File: config.mk
export PLATFORM = sky130hd
export DESIGN_NAME = pulse_count_digitizer
export DESIGN_NICKNAME = d
export VERILOG_FILES = /design/src/rtl/pcd_pkg.sv /design/src/rtl/pcd_sync_edge.sv /design/src/rtl/pcd_gate_gen.sv /design/src/rtl/pcd_counter.sv /design/src/rtl/pulse_count_digitizer.sv
export SDC_FILE = /design/constraint.sdc
export NUM_CORES = 1
export LEC_CHECK = 0
export ABC_AREA = 1
export BUFFER_PORTS_ARGS = -buffer_cell sky130_fd_sc_hd__buf_2
export CELL_PAD_IN_SITES_DETAIL_PLACEMENT = 1
export CELL_PAD_IN_SITES_GLOBAL_PLACEMENT = 1
export CORE_MARGIN = 1
export CORE_UTILIZATION = 30
export CTS_BUF_LIST = sky130_fd_sc_hd__clkbuf_4 sky130_fd_sc_hd__clkbuf_8
export CTS_CLUSTER_DIAMETER = 120
export DETAILED_ROUTE_END_ITERATION = 7
export PLACE_DENSITY = 0.59
export SLEW_MARGIN = 20
export SYNTH_ARGS = -nofsm -noshare
export SYNTH_HDL_FRONTEND = slang
export SYNTH_SLANG_ARGS = --single-unit
File: constraint.sdc
create_clock -name clk -period 3.4 [get_ports clk]
set_input_delay 0.34 -clock clk [delete_from_list [all_inputs] [get_ports clk]]
set_output_delay 0.34 -clock clk [all_outputs]
set_load 0.01 [all_outputs]
File: src/rtl/pcd_pkg.sv
package pcd_pkg;

  typedef enum logic {
    GATE_IDLE = 1'b0,
    GATE_OPEN = 1'b1
  } gate_state_e;

endpackage

File: src/rtl/pcd_sync_edge.sv
module pcd_sync_edge #(
  parameter int STAGES = 2
) (
  input  logic clk,
  input  logic rst_n,
  input  logic async_i,
  output logic rise_o
);

  // STAGES synchronising flops plus one history flop
  logic [STAGES:0] shift_q;

  always_ff @(posedge clk or negedge rst_n) begin
    if (!rst_n) shift_q <= '0;
    else        shift_q <= {shift_q[STAGES-1:0], async_i};
  end

  assign rise_o = shift_q[STAGES-1] & ~shift_q[STAGES];

endmodule

File: src/rtl/pcd_gate_gen.sv
module pcd_gate_gen
  import pcd_pkg::*;
#(
  parameter int GATE_W   = 24,
  parameter int DEF_GATE = 4096
) (
  input  logic              clk,
  input  logic              rst_n,
  input  logic              start_i,
  input  logic [GATE_W-1:0] gate_len_i,
  output logic              open_o,
  output logic              close_o,
  output logic              gate_o
);

  localparam logic [GATE_W-1:0] DEF_LEN = GATE_W'(DEF_GATE);

  gate_state_e       state_q;
  logic [GATE_W-1:0] remain_q;
  logic [GATE_W-1:0] len_eff;

  assign len_eff = (gate_len_i == '0) ? DEF_LEN : gate_len_i;
  assign open_o  = (state_q == GATE_IDLE) && start_i;
  assign close_o = (state_q == GATE_OPEN) && (remain_q == '0);
  assign gate_o  = (state_q == GATE_OPEN);

  always_ff @(posedge clk or negedge rst_n) begin
    if (!rst_n) begin
      state_q  <= GATE_IDLE;
      remain_q <= '0;
    end else if (open_o) begin
      state_q  <= GATE_OPEN;
      remain_q <= len_eff - 1'b1;
    end else if (close_o) begin
      state_q  <= GATE_IDLE;
    end else if (state_q == GATE_OPEN) begin
      remain_q <= remain_q - 1'b1;
    end
  end

endmodule

File: src/rtl/pcd_counter.sv
module pcd_counter #(
  parameter int CNT_W = 24
) (
  input  logic             clk,
  input  logic             rst_n,
  input  logic             clear_i,
  input  logic             inc_i,
  input  logic             close_i,
  output logic [CNT_W-1:0] cnt_o,
  output logic [CNT_W-1:0] result_o,
  output logic             done_o,
  output logic             ovf_o
);

  localparam logic [CNT_W-1:0] CNT_MAX = '1;

  logic [CNT_W-1:0] cnt_q, cnt_nxt, result_q;
  logic             ovf_q, ovf_nxt, done_q;

  always_comb begin
    if (clear_i)                        cnt_nxt = '0;
    else if (inc_i && cnt_q != CNT_MAX) cnt_nxt = cnt_q + 1'b1;
    else                                cnt_nxt = cnt_q;
    ovf_nxt = clear_i ? 1'b0 : (ovf_q | (cnt_nxt == CNT_MAX));
  end

  always_ff @(posedge clk or negedge rst_n) begin
    if (!rst_n) begin
      cnt_q    <= '0;
      ovf_q    <= 1'b0;
      result_q <= '0;
      done_q   <= 1'b0;
    end else begin
      cnt_q  <= cnt_nxt;
      ovf_q  <= ovf_nxt;
      done_q <= close_i;
      if (close_i) result_q <= cnt_nxt;
    end
  end

  assign cnt_o    = cnt_q;
  assign result_o = result_q;
  assign done_o   = done_q;
  assign ovf_o    = ovf_q;

endmodule

File: src/rtl/pulse_count_digitizer.sv
module pulse_count_digitizer #(
  parameter int CNT_W       = 24,
  parameter int GATE_W      = 24,
  parameter int DEF_GATE    = 4096,
  parameter int SYNC_STAGES = 2
) (
  input  logic              clk,
  input  logic              rst_n,
  input  logic              vfc_pulse_i,
  input  logic              start_i,
  input  logic [GATE_W-1:0] gate_len_i,
  output logic [CNT_W-1:0]  result_o,
  output logic              done_o,
  output logic              busy_o,
  output logic              ovf_o
);

  logic             pulse_rise;
  logic             gate_open, gate_close, gate;
  logic [CNT_W-1:0] cnt;

  pcd_sync_edge #(.STAGES(SYNC_STAGES)) i_sync (
    .clk    (clk),
    .rst_n  (rst_n),
    .async_i(vfc_pulse_i),
    .rise_o (pulse_rise)
  );

  pcd_gate_gen #(.GATE_W(GATE_W), .DEF_GATE(DEF_GATE)) i_gate (
    .clk       (clk),
    .rst_n     (rst_n),
    .start_i   (start_i),
    .gate_len_i(gate_len_i),
    .open_o    (gate_open),
    .close_o   (gate_close),
    .gate_o    (gate)
  );

  pcd_counter #(.CNT_W(CNT_W)) i_cnt (
    .clk     (clk),
    .rst_n   (rst_n),
    .clear_i (gate_open),
    .inc_i   (gate & pulse_rise),
    .close_i (gate_close),
    .cnt_o   (cnt),
    .result_o(result_o),
    .done_o  (done_o),
    .ovf_o   (ovf_o)
  );

  assign busy_o = gate;

endmodule

## Word-level counts from Yosys, hierarchy flattened

Cells that the tools add are included.

- Flip-flop bits (word level): 78
- Input port bits: 28
- Output and inout bits: 27
- Logic and storage cells: 35

- Add/subtract/negate cells: 3
- Eq/ne operators: 3
- Muxes and demuxes: 9
- Bitwise gates (word level): 5
- Reduce and logical (&&, ||, !) cells: 8

Operators by type and width:

| operator | number |
|---|---|
| 24-bit 2-to-1 mux | 6 |
| 24-bit logical NOT | 2 |
| 24-bit by 1-bit subtractor with 24-bit output (second input constant) | 2 |
| 24-bit by 1-bit adder with 24-bit output (second input constant) | 1 |
| 24-bit equality test (second input constant) | 1 |
| 24-bit inequality test (second input constant) | 1 |
| 2-bit nonzero test | 2 |
| 1-bit logical AND | 3 |
| 1-bit 2-to-1 mux | 3 |
| 1-bit bitwise AND | 2 |
| 2-bit by 1-bit inequality test with 1-bit output (second input constant) | 1 |
| 1-bit NOT | 2 |
| 2-bit AND reduction | 1 |
| 1-bit OR | 1 |

## Longest topological paths before layout

- Word-level depth: 9
- Mapped depth: 17

## Modules after synthesis

Synthesis repeated with hierarchy kept, for this count alone.

- Cells, all modules: 731
- Area, all modules: 5079.9 um^2

By module, submodules not included:

| module | instances | cells each | area an instance (um^2) | seq. area each (um^2) |
|---|---|---|---|---|
| pcd_counter | 1 | 363 | 2638.8 | 1251.2 |
| pcd_gate_gen | 1 | 361 | 2348.5 | 625.6 |
| pcd_sync_edge | 1 | 5 | 85.1 | 75.1 |
| pulse_count_digitizer | 1 | 2 | 7.5 | 0.0 |

## Least setup slack after synthesis

No wires, ideal clock.

- Path type: register -> register
- Start: reg i_gate.state_q, in the netlist i_gate.gate_o
- End: reg i_gate.remain_q[18]
- Setup time: 0.130 ns
- Arrival: 2.054 ns
- Data required time: 3.270 ns
- Setup slack: 1.216 ns
- Cell stages (with the launch flop): 17
- Path buffers: 1
- Period minus slack after synthesis: 2.184 ns
- Path through: dfrtp_1 inv_2 nand2_2 buf_4 nand2_1 o21ai_1 inv_1 ha_1 inv_1 nor2_2 nand3b_1 nor2_1 nand3_1 nor2_4 nand3b_1 nand3_1 o21ai_1

- Word-level cells in the longest chain between the ends: 4
- Elaborated cells on any way between the ends: 7
- Those cells by class: 1 x eq/ne; 1 x mux; 1 x bitwise; 4 x reduce/logical

RTL lines:

| what | line | text |
|---|---|---|
| start, declared | pcd_gate_gen.sv:18 | `gate_state_e state_q;` |
| start signal, assigned | pcd_gate_gen.sv:29 | `state_q <= GATE_IDLE;` |
| start signal, assigned | pcd_gate_gen.sv:32 | `state_q <= GATE_OPEN;` |
| start signal, assigned | pcd_gate_gen.sv:35 | `state_q <= GATE_IDLE;` |
| 1-bit NOT | pcd_gate_gen.sv:23 | `assign open_o = (state_q == GATE_IDLE) && start_i;` |
| 1-bit logical AND | pcd_gate_gen.sv:23 |  |
| 2-bit by 1-bit inequality test with 1-bit output (no line) or 2-bit nonzero test (tied branches) | -- |  |
| 2-bit AND reduction (no line) | -- |  |
| end signal, assigned | pcd_gate_gen.sv:33 | `remain_q <= len_eff - 1'b1;` |
| end signal, assigned | pcd_gate_gen.sv:37 | `remain_q <= remain_q - 1'b1;` |
| end, declared | pcd_gate_gen.sv:19 | `logic [GATE_W-1:0] remain_q;` |

Parallel ways exist; a longest one is shown, timed or not.
A chain may end at the register's enable or synchronous reset.

## Worst setup path in the final report

- Start: reg i_gate.state_q, in the netlist i_gate.gate_o
- End: reg i_gate.remain_q[23]

Same word-level chain as after synthesis.

==> impl_metrics.toml <==
[run_status]
status = "completed"

[timing]
slew_violations = 0
finalSetupTns_ns = 0
period_minus_slack_ns = 2.73
finalSetupViolCount = 0
clock_skew_ns = 0.00878
hold_violations = 0
maxSlewHeadroom_pct = 49.9
rsz0062_at_grt = "false"
worstMarginPinSlew_ns = 0.752
fin_crit_sh_pct = 80.3
clock.fmax_mhz = 366

[cells_and_area]
num_antenna_cells = 0
nFillCells = 2068
area_growth_pct = 14.7
register_area_sq_um = 1950
final_layout_size_suffix_gt1_share_pct = 15.4
fin_nets = 818
multiInputGateArea_sq_um = 2480

[die]
dieHeight_um = 130
core.rowCount = 46
die-area_sq_um = 17000
ios = 55
fp.dieW_um = 130
fp.coreArea_sq_um = 15900
initial_core_util_pct = 30.9

[worst_hold_path]
min_from = "vfc_pulse_i"
hold_end = "i_sync.shift_q[0]"
hold_path_class = "in -> reg"
whs_path_depth = 1

[cts]
clockRootBuffer = "clkbuf_8"
clk_latency_ns = 0.37
path_clk_slew_ns = 0.09
htreeDepth = 3
cts_resized = 0
cts.sinks = 78
cts_buffer_depth = 2
numCtsBuffers = 9
cts_tree = "built"

[setup_path]
path_buf_inv = 3
cpMaxStageDelayCell = "dfrtp_1"
reg2reg_from = "i_gate.gate_o"
crit_fanout = 31
cp_common_cell = "nand3_1"
critPathTopFamily = "simple AND/OR/NAND/NOR gates"
crit_path_end_kind = "flip-flop"
worst_ep_required_time_ns = 3.65
reg2reg_depth = 10
cp_cell_sequence = "inv_2 -> nand2_2 -> buf_4 -> inv_2 -> o21ai_1 -> nand3_1 -> nor3_2 -> nand3_1 -> nand3_1 -> nand2_1"
max_stage_delay_ns = 0.49
worstSetupPathType = "reg -> reg"
setup.worst_path.start_class = "flip-flop"
regToRegEndpoint = "i_gate.remain_q[23]"
reg2reg_slack_ns = 0.67
worstPathArrival_ns = 2.98

[synth]
synth-seq-area-share_pct = 39.6
ys_ff_latch = 78
synth_ff_type = "dfrtp_1"
postSynthAreaPerCell_sq_um = 6.70
syn_inst = 736
synthArstFlopShare_pct = 100
synth_nets = 766
synth_edf_count = 0
ys_warn_count = 0
syn_area_sq_um = 4930
synth.distinct_cells = 36

[grt]
overflow = 0
grt_pass1_vias = 5072
antenna_found_initial = 0
grt_pass1_wl_um = 25400
grt_max_degree = 41
grt_util_all_layers_pct = 19.6

[placed_design]
dp_hpwl_um = 12000
io_buffers = 54
place.gp.congestion = 0.810

[drt]
drt_iter0_drc = 167
routed_via_density = 4.71
drc_errors = 0
wl_met2_um = 7810
dr_wl_met3_um = 342
wirelength_um = 15100
vias = 4746
top_layer = "met4"
drt.antenna.violating_nets = 0
routedWlPerCell_um = 15.0
drt-met1-wl_um = 6720
first_pass_iters = 4

[power_and_ir_drop]
power_mw = 3.39
power.leakage_nw = 2.98
vdd.ir_drop.worst_v = 0.000233
power_density_nw_per_um2 = 599

[run]
cap_viol_max_count = 0
## metal layers
metal | vias to the layer above | global-route usage [%]
li1 | 2395 | -
met1 | 2288 | 23.2
met2 | 48 | 36.0
met3 | 15 | 2.87
met4 | 0 | 6.91
met5 | - | 0
## layout make-up
type,instances,area share (%)
Inverter,104,6.90
Timing Repair Buffer,61,5.79
Clock buffer,11,2.56
Sequential cell,78,34.5
Clock inverter,4,1.68
Tap cell,216,4.77
Multi-Input combinational cell,534,43.8
## cells by family (layout without fill, tap and decap cells)
kind of cell,count (synthesis),in the layout,share of synthesized area [%]
and+or+nand+nor,443,443,39.5
buffers and inverters,124,180,10.2
AOI/OAI and AO/OA,79,79,8.42
DFF,78,78,39.6
xor gates and xnor gates,9,9,1.60
adders and majority gates,2,2,0.507
muxes,1,1,0.203
## state kept, by name, indices dropped and copies added (netlist names)
| register | count |
|---|---|
| i_cnt.result_o | 24 |
| i_gate.remain_q | 24 |
| i_cnt.done_o | 1 |
| i_cnt.cnt_o | 24 |
| i_gate.gate_o | 1 |
| i_cnt.ovf_o | 1 |
| i_sync.shift_q | 3 |
## power breakdown
part	internal (mW)	switching (mW)	total [mW]
Sequential	1.11	0.194	1.30
Combinational	0.398	0.824	1.22
Clock	0.511	0.358	0.869
Total	2.02	1.38	3.39
## how the worst max path moves through the flow
stage	cells past startpoint	slack, ns	from	endpoint
finish	10	0.67	i_gate.gate_o	i_gate.remain_q[23]
global route	15	0.38	i_gate.gate_o	i_gate.remain_q[20]
CTS	10	0.60	i_gate.gate_o	i_gate.remain_q[23]
detailed placement	10	0.62	i_gate.gate_o	i_gate.remain_q[23]
global placement	10	0.71	i_gate.gate_o	i_gate.remain_q[23]
floorplan	16	1.22	i_gate.gate_o	i_gate.remain_q[18]
## through the flow
step	cell area, sq um	worst slack (ns)	std cells	hold slack [ns]	utilization [%]
final	5660	0.669	1008	0.0735	35.5
after global routing	5660	0.380	1008	0.0554	35.5
after CTS	5660	0.603	1008	0.0476	35.5
after detailed placement	5410	0.622	992	0.237	33.9
after global placement	5410	0.710	992	0.231	33.9
after floorplan	4930	1.22	736	0.0444	-
## synthesized netlist by cell type, types with 2 or more instances
cell type	number	share of area, %
nor2_4	3	0.68
inv_2	9	0.68
o21ai_0	33	3.3
nor4_1	4	0.51
nor2_1	84	6.4
nand2_1	236	18
a21oi_1	10	1.0
nand3b_1	4	0.61
nand3_1	64	6.5
buf_4	4	0.61
dfrtp_1	78	40
or2_2	2	0.25
xnor2_1	2	0.36
o21ai_2	2	0.36
nand4_1	10	1.3
a31oi_1	2	0.25
buf_2	5	0.51
nand3_2	4	0.81
clkbuf_1	8	0.61
nor3_2	2	0.41
nand2_4	2	0.46
nand2_2	4	0.51
ha_1	2	0.51
nor2_2	16	2.0
o21ai_1	30	3.0
nor3_1	5	0.51
buf_6	2	0.46
xor2_1	7	1.2
inv_1	95	7.2
## cells in the final DEF (no fill, tap or decap), types with 16 or more instances in the layout
master / count
inv_1: 95
nor2_1: 84
o21ai_1: 30
nand3_1: 64
dfrtp_1: 78
buf_2: 53
nand2_1: 236
nor2_2: 16
o21ai_0: 33
## worst reg2reg max path: stages, from the launching register on
cell and delay (ns):
dfrtp_1 0.49, inv_2 0.07, nand2_2 0.28, buf_4 0.39
inv_2 0.24, o21ai_1 0.39, nand3_1 0.20, nor3_2 0.27
nand3_1 0.12, nand3_1 0.10, nand2_1 0.06
## what timing repair did
| item | CTS | global route |
|---|---|---|
| hold buffers | 1 | 0 |
| buffers inserted | 0 | 0 |
| hold endpoints to repair | 17 | 0 |
(Power assumes the default switching activity.)
